==> src/rtl/gpio_pin_pkg.sv <==
package gpio_pin_pkg;

  localparam int NAF      = 16;
  localparam int AF_SEL_W = 4;

  typedef enum logic [1:0] {
    PM_INPUT  = 2'b00,
    PM_GPOUT  = 2'b01,
    PM_ALTFN  = 2'b10,
    PM_ANALOG = 2'b11
  } pin_mode_e;

  // word index = byte offset / 4
  localparam int REG_MODE    = 0;
  localparam int REG_OTYPE   = 1;
  localparam int REG_SPEED   = 2;
  localparam int REG_PULL    = 3;
  localparam int REG_IDATA   = 4;
  localparam int REG_ODATA   = 5;
  localparam int REG_SETCLR  = 6;
  localparam int REG_AFLO    = 8;
  localparam int REG_AFHI    = 9;
  localparam int REG_CLRONLY = 10;

  // config register file slots
  localparam int CFG_MODE  = 0;
  localparam int CFG_OTYPE = 1;
  localparam int CFG_SPEED = 2;
  localparam int CFG_PULL  = 3;
  localparam int CFG_AFLO  = 4;
  localparam int CFG_AFHI  = 5;
  localparam int CFG_N     = 6;

  function automatic logic [31:0] lane_mask(input logic [3:0] be);
    logic [31:0] m;
    for (int b = 0; b < 4; b++) m[8*b +: 8] = {8{be[b]}};
    return m;
  endfunction

  function automatic logic [31:0] merge_bits(input logic [31:0] old_v,
                                             input logic [31:0] new_v,
                                             input logic [31:0] m);
    return (old_v & ~m) | (new_v & m);
  endfunction

endpackage

==> src/rtl/gpio_cfg_regs.sv <==
module gpio_cfg_regs
  import gpio_pin_pkg::*;
#(
  parameter int          NPINS    = 16,
  parameter logic [31:0] MODE_RST = 32'hFFFF_FFFF
) (
  input  logic              clk_i,
  input  logic              rst_ni,
  input  logic [CFG_N-1:0]  wr_i,
  input  logic [31:0]       wdata_i,
  input  logic [31:0]       wmask_i,
  output logic [31:0]       cfg_o [CFG_N]
);

  localparam int F2_W  = 2*NPINS;
  localparam int AFB_W = AF_SEL_W*NPINS;
  localparam logic [31:0] M1  = (NPINS >= 32) ? 32'hFFFF_FFFF : ((32'h1 << NPINS) - 32'h1);
  localparam logic [31:0] M2  = (F2_W >= 32) ? 32'hFFFF_FFFF : ((32'h1 << F2_W) - 32'h1);
  localparam logic [31:0] MLO = (AFB_W >= 32) ? 32'hFFFF_FFFF : ((32'h1 << AFB_W) - 32'h1);
  localparam logic [31:0] MHI = (AFB_W <= 32) ? 32'h0 :
                                (AFB_W >= 64) ? 32'hFFFF_FFFF : ((32'h1 << (AFB_W-32)) - 32'h1);

  function automatic logic [31:0] valid_mask(input int k);
    case (k)
      CFG_OTYPE: return M1;
      CFG_AFLO:  return MLO;
      CFG_AFHI:  return MHI;
      default:   return M2;
    endcase
  endfunction

  for (genvar k = 0; k < CFG_N; k++) begin : g_reg
    localparam logic [31:0] VM = valid_mask(k);
    localparam logic [31:0] RV = (k == CFG_MODE) ? (MODE_RST & VM) : 32'h0;
    logic [31:0] q;

    always_ff @(posedge clk_i or negedge rst_ni) begin
      if (!rst_ni)      q <= RV;
      else if (wr_i[k]) q <= merge_bits(q, wdata_i, wmask_i & VM);
    end

    assign cfg_o[k] = q;
  end

endmodule

==> src/rtl/gpio_out_data.sv <==
module gpio_out_data
  import gpio_pin_pkg::*;
#(
  parameter int NPINS = 16
) (
  input  logic             clk_i,
  input  logic             rst_ni,
  input  logic             wr_odr_i,
  input  logic             wr_setclr_i,
  input  logic             wr_clr_i,
  input  logic [31:0]      wdata_i,
  input  logic [31:0]      wmask_i,
  output logic [NPINS-1:0] odr_o
);

  logic [31:0]      eff;
  logic [NPINS-1:0] set_v, clr_v, base_v, odr_q;

  assign eff = wdata_i & wmask_i;

  always_comb begin
    set_v = '0;
    clr_v = '0;
    if (wr_setclr_i) begin
      set_v = eff[NPINS-1:0];
      clr_v = eff[16 +: NPINS];
    end else if (wr_clr_i) begin
      clr_v = eff[NPINS-1:0];
    end
  end

  assign base_v = wr_odr_i ? ((odr_q & ~wmask_i[NPINS-1:0]) | eff[NPINS-1:0]) : odr_q;

  always_ff @(posedge clk_i or negedge rst_ni) begin
    if (!rst_ni) odr_q <= '0;
    else         odr_q <= (base_v & ~clr_v) | set_v;  // set beats clear
  end

  assign odr_o = odr_q;


  set_wins_chk: assert property (@(posedge clk_i) disable iff (!rst_ni)
    wr_setclr_i |=> ((odr_q & $past(set_v)) == $past(set_v)));


  clear_applies_chk: assert property (@(posedge clk_i) disable iff (!rst_ni)
    (wr_setclr_i || wr_clr_i) |=> ((odr_q & $past(clr_v & ~set_v)) == '0));


  odr_hold_chk: assert property (@(posedge clk_i) disable iff (!rst_ni)
    !(wr_odr_i || wr_setclr_i || wr_clr_i) |=> $stable(odr_q));

endmodule

==> src/rtl/gpio_pin_mux.sv <==
module gpio_pin_mux
  import gpio_pin_pkg::*;
#(
  parameter int NPINS = 16
) (
  input  logic                    clk_i,
  input  logic                    rst_ni,
  input  logic [2*NPINS-1:0]      mode_i,
  input  logic [NPINS-1:0]        otype_i,
  input  logic [2*NPINS-1:0]      pull_i,
  input  logic [AF_SEL_W*NPINS-1:0] afsel_i,
  input  logic [NPINS-1:0]        odr_i,
  input  logic [NPINS-1:0]        pad_in_i,
  input  logic [NAF*NPINS-1:0]    af_out_i,
  output logic [NPINS-1:0]        pad_out_o,
  output logic [NPINS-1:0]        pad_oe_o,
  output logic [NPINS-1:0]        pad_pu_o,
  output logic [NPINS-1:0]        pad_pd_o,
  output logic [NAF*NPINS-1:0]    af_in_o
);

  for (genvar p = 0; p < NPINS; p++) begin : g_pin
    pin_mode_e           md;
    logic [AF_SEL_W-1:0] sel;
    logic [NAF-1:0]      af_vec, in_vec;
    logic                drive, src;

    assign md     = pin_mode_e'(mode_i[2*p +: 2]);
    assign sel    = afsel_i[AF_SEL_W*p +: AF_SEL_W];
    assign af_vec = af_out_i[NAF*p +: NAF];
    assign drive  = (md == PM_GPOUT) || (md == PM_ALTFN);
    assign src    = (md == PM_ALTFN) ? af_vec[sel] : odr_i[p];

    assign pad_out_o[p] = drive & src;
    assign pad_oe_o[p]  = drive & ~(otype_i[p] & src);  // open-drain releases on high
    assign pad_pu_o[p]  = (md != PM_ANALOG) && (pull_i[2*p +: 2] == 2'b01);
    assign pad_pd_o[p]  = (md != PM_ANALOG) && (pull_i[2*p +: 2] == 2'b10);

    always_comb begin
      in_vec = '0;
      if (md != PM_ANALOG) in_vec[sel] = pad_in_i[p];
    end
    assign af_in_o[NAF*p +: NAF] = in_vec;


    od_no_high_chk: assert property (@(posedge clk_i) disable iff (!rst_ni)
      (pad_oe_o[p] && otype_i[p]) |-> !pad_out_o[p]);


    quiet_pin_chk: assert property (@(posedge clk_i) disable iff (!rst_ni)
      ((md == PM_INPUT) || (md == PM_ANALOG)) |-> !pad_oe_o[p]);


    ana_pull_off_chk: assert property (@(posedge clk_i) disable iff (!rst_ni)
      (md == PM_ANALOG) |-> !(pad_pu_o[p] || pad_pd_o[p]));


    af_in_single_chk: assert property (@(posedge clk_i) disable iff (!rst_ni)
      $onehot0(af_in_o[NAF*p +: NAF]));
  end

endmodule

==> src/rtl/gpio_pin_ctrl.sv <==
module gpio_pin_ctrl
  import gpio_pin_pkg::*;
#(
  parameter int          NPINS    = 16,
  parameter int          ADDR_W   = 6,
  parameter logic [31:0] MODE_RST = 32'hFFFF_FFFF
) (
  input  logic                 clk_i,
  input  logic                 rst_ni,
  input  logic                 req_i,
  input  logic                 we_i,
  input  logic [ADDR_W-1:0]    addr_i,
  input  logic [3:0]           be_i,
  input  logic [31:0]          wdata_i,
  output logic [31:0]          rdata_o,
  input  logic [NPINS-1:0]     pad_in_i,
  output logic [NPINS-1:0]     pad_out_o,
  output logic [NPINS-1:0]     pad_oe_o,
  output logic [NPINS-1:0]     pad_pu_o,
  output logic [NPINS-1:0]     pad_pd_o,
  output logic [2*NPINS-1:0]   pad_speed_o,
  input  logic [NAF*NPINS-1:0] af_out_i,
  output logic [NAF*NPINS-1:0] af_in_o
);

  localparam int WORD_W = ADDR_W - 2;

  logic [WORD_W-1:0] word;
  logic              aligned, wr, rd;
  logic [31:0]       wmask;
  logic [CFG_N-1:0]  cfg_wr;
  logic [31:0]       cfg [CFG_N];
  logic [63:0]       af_all;
  logic [NPINS-1:0]  odr, idr_q, ana_mask;

  assign word    = addr_i[ADDR_W-1:2];
  assign aligned = (addr_i[1:0] == 2'b00);
  assign wr      = req_i & we_i & aligned;
  assign rd      = req_i & ~we_i & aligned;
  assign wmask   = lane_mask(be_i);

  assign cfg_wr[CFG_MODE]  = wr && (word == WORD_W'(REG_MODE));
  assign cfg_wr[CFG_OTYPE] = wr && (word == WORD_W'(REG_OTYPE));
  assign cfg_wr[CFG_SPEED] = wr && (word == WORD_W'(REG_SPEED));
  assign cfg_wr[CFG_PULL]  = wr && (word == WORD_W'(REG_PULL));
  assign cfg_wr[CFG_AFLO]  = wr && (word == WORD_W'(REG_AFLO));
  assign cfg_wr[CFG_AFHI]  = wr && (word == WORD_W'(REG_AFHI));

  gpio_cfg_regs #(.NPINS(NPINS), .MODE_RST(MODE_RST)) u_cfg (
    .clk_i   (clk_i),
    .rst_ni  (rst_ni),
    .wr_i    (cfg_wr),
    .wdata_i (wdata_i),
    .wmask_i (wmask),
    .cfg_o   (cfg)
  );

  gpio_out_data #(.NPINS(NPINS)) u_odr (
    .clk_i       (clk_i),
    .rst_ni      (rst_ni),
    .wr_odr_i    (wr && (word == WORD_W'(REG_ODATA))),
    .wr_setclr_i (wr && (word == WORD_W'(REG_SETCLR))),
    .wr_clr_i    (wr && (word == WORD_W'(REG_CLRONLY))),
    .wdata_i     (wdata_i),
    .wmask_i     (wmask),
    .odr_o       (odr)
  );

  assign af_all = {cfg[CFG_AFHI], cfg[CFG_AFLO]};

  gpio_pin_mux #(.NPINS(NPINS)) u_mux (
    .clk_i     (clk_i),
    .rst_ni    (rst_ni),
    .mode_i    (cfg[CFG_MODE][2*NPINS-1:0]),
    .otype_i   (cfg[CFG_OTYPE][NPINS-1:0]),
    .pull_i    (cfg[CFG_PULL][2*NPINS-1:0]),
    .afsel_i   (af_all[AF_SEL_W*NPINS-1:0]),
    .odr_i     (odr),
    .pad_in_i  (pad_in_i),
    .af_out_i  (af_out_i),
    .pad_out_o (pad_out_o),
    .pad_oe_o  (pad_oe_o),
    .pad_pu_o  (pad_pu_o),
    .pad_pd_o  (pad_pd_o),
    .af_in_o   (af_in_o)
  );

  assign pad_speed_o = cfg[CFG_SPEED][2*NPINS-1:0];

  for (genvar p = 0; p < NPINS; p++) begin : g_ana
    assign ana_mask[p] = &cfg[CFG_MODE][2*p +: 2];
  end

  always_ff @(posedge clk_i or negedge rst_ni) begin
    if (!rst_ni) idr_q <= '0;
    else         idr_q <= pad_in_i & ~ana_mask;
  end

  always_comb begin
    rdata_o = '0;
    if (rd) begin
      case (int'(word))
        REG_MODE:  rdata_o = cfg[CFG_MODE];
        REG_OTYPE: rdata_o = cfg[CFG_OTYPE];
        REG_SPEED: rdata_o = cfg[CFG_SPEED];
        REG_PULL:  rdata_o = cfg[CFG_PULL];
        REG_IDATA: rdata_o = 32'(idr_q);
        REG_ODATA: rdata_o = 32'(odr);
        REG_AFLO:  rdata_o = cfg[CFG_AFLO];
        REG_AFHI:  rdata_o = cfg[CFG_AFHI];
        default:   rdata_o = '0;
      endcase
    end
  end


  idr_ana_zero_chk: assert property (@(posedge clk_i) disable iff (!rst_ni)
    (|ana_mask) |=> ((idr_q & $past(ana_mask)) == '0));


  wo_read_zero_chk: assert property (@(posedge clk_i) disable iff (!rst_ni)
    (rd && ((word == WORD_W'(REG_SETCLR)) || (word == WORD_W'(REG_CLRONLY)))) |-> (rdata_o == '0));

endmodule

==> config.mk <==
export PLATFORM = sky130hd
export DESIGN_NAME = gpio_pin_ctrl
export DESIGN_NICKNAME = d
export VERILOG_FILES = /design/src/rtl/gpio_pin_pkg.sv /design/src/rtl/gpio_cfg_regs.sv /design/src/rtl/gpio_out_data.sv /design/src/rtl/gpio_pin_mux.sv /design/src/rtl/gpio_pin_ctrl.sv
export SDC_FILE = /design/constraint.sdc
export NUM_CORES = 1
export LEC_CHECK = 0
export ABC_AREA = 1
export CAP_MARGIN = 20
export CORE_AREA = 2 2 271 273
export DETAILED_ROUTE_END_ITERATION = 10
export DIE_AREA = 0 0 273 275
export PLACE_DENSITY_LB_ADDON = 0.05
export SETUP_SLACK_MARGIN = 0.05
export SYNTH_ARGS = -nofsm -noshare
export SYNTH_HDL_FRONTEND = slang
export SYNTH_HIERARCHICAL = 1
export SYNTH_SLANG_ARGS = --single-unit
==> constraint.sdc <==
create_clock -name clk_i -period 2.9 [get_ports clk_i]
set_input_delay 0.58 -clock clk_i [delete_from_list [all_inputs] [get_ports clk_i]]
set_output_delay 0.58 -clock clk_i [all_outputs]
set_load 0.02 [all_outputs]
==> Yosys cells after proc, flatten, opt, wreduce, memory -nomap -nowiden <==
Index checks and enable logic that the tools add are counted.
{ "totals": {"latchBits": 0, "ramBits": 0, "register_bits": 224, "memories": 0, "romBits": 0} }
{ "classes": {"addsub": 0, "bitwise": 109, "multipliers": 0, "n_eq_ne": 89, "reduce_logical": 91, "mux": 102, "shifts": 0, "n_lt_le_gt_ge": 32, "n_div": 0} }
{ "ops": {"columns": ["operator", "n"], "rows": [
  ["$mux W16", 20],
  ["$and A16 B16 Y16", 19],
  ["$pmux W32 S8", 1],
  ["$and A32 B32 Y32", 7],
  ["$or A32 B32 Y32", 6],
  ["$lt A4 B5 Y1 const B", 16],
  ["$bmux W1 S4", 16],
  ["$demux W1 S4", 16],
  ["$eq A2 B1 Y1 const B", 32],
  ["$eq A2 B2 Y1 const B", 32],
  ["$ge A4 B1 Y1 const B", 16],
  ["$logic_and A1 B1 Y1", 57],
  ["$and A1 B1 Y1", 52],
  ["$mux W1", 48],
  ["$not A16 Y16", 3],
  ["$and A32 B16 Y32", 1],
  ["$mux W32", 1],
  ["$ne A2 B2 Y1 const B", 16],
  ["$not A16 Y32", 1],
  ["$not A32 Y32", 1],
  ["$or A16 B16 Y16", 2],
  ["$reduce_and A2 Y1", 16],
  ["$not A1 Y1", 17],
  ["$logic_or A1 B1 Y1", 16],
  ["other kinds (6)", 11]
]} }

==> Depth between registers and ports, before layout <==
{ "logic_depth": {"word_depth": 8, "ltp_mapped": 14, "mapped_depth_nobuf": 12} }

==> Modules after synthesis <==
The synthesis kept the hierarchy.
{ "by_module_without_submodules": {"columns": ["mod", "cells_per_inst", "seq_area_each_um2", "instances", "area_each_um2"], "rows": [
  ["gpio_cfg_regs", 967, 4444.3, 1, 8015.2],
  ["gpio_pin_mux", 1486, 0.0, 1, 6794.0],
  ["gpio_pin_ctrl", 548, 400.4, 1, 2825.2],
  ["gpio_out_data", 265, 400.4, 1, 1461.4]
]} }

==> Worst setup path after synthesis <==
No wires, ideal clock.
{ "synth_timing": {"kind": "input to output", "startpoint": "in addr_i[4]", "endpoint": "out rdata_o[22]", "arrival_time_ps": 1662, "path_buffers": 2, "required_ps": 2320, "path_stages": 7, "slack_ps": 658, "cell_sequence": "nor2_2 buf_2 buf_2 nand3_1 nand2_1 nor2_1 a21oi_1"} }
{ "synth_via": {"elab_chain_cells": 3, "elab_cells_between_ends": 10, "cone_classes": "eq/ne (7); mux (2); reduce/logical (1)"} }
{ "synth_lines": {"columns": ["element", "line_no", "text"], "rows": [
  ["from (decl)", "gpio_pin_ctrl.sv:12", "input logic [ADDR_W-1:0] addr_i,"],
  ["$eq A4 B4 Y1 (tied with other cells)", "gpio_pin_ctrl.sv:102", "case (int'(word))"],
  ["$pmux W32 S8 *", "gpio_pin_ctrl.sv:102", null],
  ["$mux W32 *", "gpio_pin_ctrl.sv:101", "if (rd) begin"],
  ["to (decl)", "gpio_pin_ctrl.sv:15", "output logic [31:0] rdata_o,"]
]} }
Every way passes the cells marked *; elsewhere a longest branch is shown, timed or not.

==> Final worst setup path <==
{ "layout_timing": {"startpoint": "in addr_i[4]", "endpoint": "out rdata_o[4]"} }
Same word-level chain as after synthesis.

==> metrics.yaml <==
layout:
  design_area_um2: 28780
  finalNonFillerCells: 5026
  n_fill_cell: 7959
  multi_input_comb_area_um2: 11540
  synthToLayoutAreaGrowth_pct: 50.71
  total_number_of_nets_in_the_final_design: 4395
  sequential_cell_area_um2: 5276
  final_layout_size_suffix_gt1_share_pct: 15.40
setup_path:
  worst_setup_path_end_kind: "primary output"
  data_required_time_at_the_worst_endpoint_ns: 2.32
  crit_arrival_ns: 2.19
  timing.setup.critical_path_class: "in -> out"
  critical_path_peak_fanout: 12
  startpoint_type: "input pin"
logic_synthesis:
  synth.ff_latch_count: 208
  synth_area_um2: 19100
  yosys.area_share.simple_pct: 54.72
  post-synth-top-area-cell: "nand2_1"
  yosys_warnings: 6
  synth_mux_area_share_pct: 0
  post_synth_num_cell_types: 26
  syn-instance-count: 3266
  synthesis.area_per_instance_um2: 5.847
  synth_area_leaders: "nand2_1, dfrtp_1, nand3_1"
  largest_family_of_logic_cells_by_synthesized_area: "simple AND/OR/NAND/NOR gates"
  netlist.area_leader.share_pct: 26.93
  synth_xor_area_share_pct: 0
  synth_compound_gate_area_share_pct: 2.097
  synth.yosys.seq_area_share_pct: 27.47
  fraction_of_the_mapped_netlist_area_in_adder_cells_pct: 2.097
worst_hold_path:
  hp-class: "in -> reg"
placement:
  placed_cells: 4931
  place.port_buffers: 701
  place.gp.congestion: 0.8527
  dpl.hpwl_um: 72070
  placement.setup.worst_slack_ns: -0.4500
  placement.cell_area_um2: 27670
power:
  power.share.clock_pct: 38.4
  static_leakage_nw: 15.29
  power.share.combinational_pct: 26.4
  netSwitchingPower_mw: 3.112
  intPower_mw: 6.400
  switching_share_pct: 32.72
  sequential_group_share_of_total_power_pct: 35.2
  powerDensity_nw_per_um2: 330.5
  worst_ir_drop_vdd_v: 0.0003492
cts:
  clock-sinks: 208
  cts-buffers-inserted: 27
  clock_path_buffers: 3
  depth_of_the_cts_h_tree: 1
  post_cts_clock_slew_at_the_launch_and_capture_registers_of_the_worst_setup_and_hold_paths_ns: 0.06
  tritoncts: "built"
  root_buffer_cell: "clkbuf_16"
  worstSkewPairLatency_ns: 0.57
floorplan:
  design.portCount: 702
  start_util_pct: 26.40
  area_inside_the_core_boundary_um2: 72340
  die_height_um: 275
  die_area_um2: 75080
  die_w_um: 273
  core.rowCount: 99
drt:
  vias: 22630
  route.detailed.vias_per_inst: 4.503
  drt_iter0_markers: 1385
  drc: 0
  wirelength_um: 91490
  wire_per_inst_um: 18.20
  drt.antenna.violating_nets: 0
  first_pass_iters: 5
sta:
  finalMaxSlewViolations: 0
  slew_headroom_pct: 56.28
  final_critical_path_setup_slack_ns: 0.1259
  finalClockSkew_ns: 0.02757
  timing.final.crit_period_ns: 2.774
  grt_setup_unrepaired: "yes"
  clock.fmax_mhz: 360.5
  hold_violations: 0
  setup_violation_total_in_the_final_timing_report: 0
  final_min_period_over_clock_period_pct: 95.66
  timing.hold.ws_ns: 0.4238
  timing_worst_slew_pin_value_ns: 0.6500
global_routing:
  grt_use_total_pct: 23.28
  grt_pass1_wl_um: 134000
  gr-total-overflow: 0
  grt_max_degree: 68
  grt_antenna_before_repair: 8
  grt_pass1_vias: 20960
run:
  cap_viol_max_count: 0
outcome:
  run_status: "finished clean"
-- logic make-up after synthesis --
group,Yosys count
and+or+nand+nor,2495
buffers and inverters,466
DFF,208
AOI/OAI and AO/OA,64
adders and majority gates,32
other,1
-- synth_stat cells --
cell and n:
a21boi_0 16, a21boi_1 16, a21oi_1 32, buf_1 2
buf_12 1, buf_2 61, buf_4 27, buf_6 70
clkbuf_1 9, conb_1 1, dfrtp_1 176, dfstp_2 32
ha_1 32, inv_1 252, inv_2 27, inv_8 17
nand2_1 1370, nand2_2 83, nand2_8 1, nand3_1 464
nand3_2 1, nor2_1 493, nor2_2 30, nor2_4 18
nor3_1 19, or2_2 16
-- layout make-up --
| class | instances | area share (%) |
|---|---|---|
| inverters | 296 | 4.304 |
| repair buffers | 905 | 29.78 |
| flip-flops and latches | 208 | 18.33 |
| diodes | 1 | 0.008695 |
| well taps | 959 | 4.169 |
| clock buffers | 42 | 2.856 |
| clock inverters | 8 | 0.4478 |
| multi-input cells | 2607 | 40.10 |
-- metrics by stage --
| stage | total power [mW] | utilization [%] | setup TNS (ns) |
|---|---|---|---|
| detailed placement | 5.906 | 38.24 | -9.297 |
| CTS | 9.605 | 39.59 | 0 |
| global placement | 5.915 | 38.24 | -8.973 |
| floorplan | 4.481 | - | 0 |
| global route | 10.00 | 39.78 | 0 |
| finish | 9.512 | 39.78 | 0 |
-- path summary, 6_finish.rpt --
kind,from,to,slack [ns],cells after the start
worst max-delay path,addr_i[4],rdata_o[4],0.13,12
worst min-delay path,be_i[1],register,0.42,3
worst max register to register,register,idr_q[10]$_DFF_PN0_,1.77,3
worst min register to register,register,register,0.50,2
max in group asynchronous,rst_ni,async pin,1.46,3
min in group asynchronous,rst_ni,async pin,0.61,2
-- routing by layer --
layer  GRT usage, %  vias to the layer above  wire length [um]
li1               -                    11550                 -
met4          3.523                       12              1113
met1          30.66                    10320             40300
met2          40.56                      679             44160
met5              0                        -                77
met3          3.910                       70              5834
-- cell usage in the layout (no fill, tap or decap), types with 3 or more instances in the layout --
cell type,Yosys,routed
a21oi_2,0,6
inv_1,252,250
a21boi_1,16,16
clkdlybuf4s50_1,0,370
nand2_2,83,93
inv_2,27,29
a21boi_0,16,16
nor2_2,30,38
nand2_1,1370,1360
bufinv_16,0,3
clkbuf_8,0,9
ha_2,0,3
nor2_1,493,474
buf_12,1,43
nand3_2,1,4
or2_2,16,16
a21oi_1,32,26
buf_4,27,185
dfstp_2,32,32
dlygate4sd2_1,0,250
buf_6,70,9
inv_8,17,17
ha_1,32,26
nand3_1,464,461
conb_1,1,16
nor2_4,18,29
ha_4,0,3
clkbuf_1,9,6
buf_2,61,21
nor3_1,19,15
dfrtp_1,176,151
clkbuf_2,0,19
dfrtp_2,0,25
nor3_2,0,4
clkbuf_16,0,27
-- power by group through the flow --
stage,combinational [mW],sequential [mW],clock (mW)
after floorplan,1.21,3.27,0
after global placement,2.50,3.41,0
after detailed placement,2.50,3.41,0
after CTS,2.50,3.36,3.74
after global routing,2.77,3.37,3.86
final,2.51,3.35,3.65
-- worst max-delay path, cell delays in order --
cell	delay (ns)
dlygate4sd2_1	0.27
inv_1	0.09
buf_4	0.13
nor2_4	0.04
buf_12	0.14
buf_4	0.16
nand3_1	0.07
nand2_1	0.06
nor2_1	0.23
a21oi_2	0.11
buf_4	0.17
buf_12	0.13
-- what timing repair did --
action,in CTS,in global routing
pin swaps,6,11
buffers inserted,22,21
gates resized for setup,432,71
endpoints found under the setup margin,316,64
hold endpoints to repair,2,0
hold buffers,1,0
gates cloned,2,1
(Power assumes the default switching activity.)
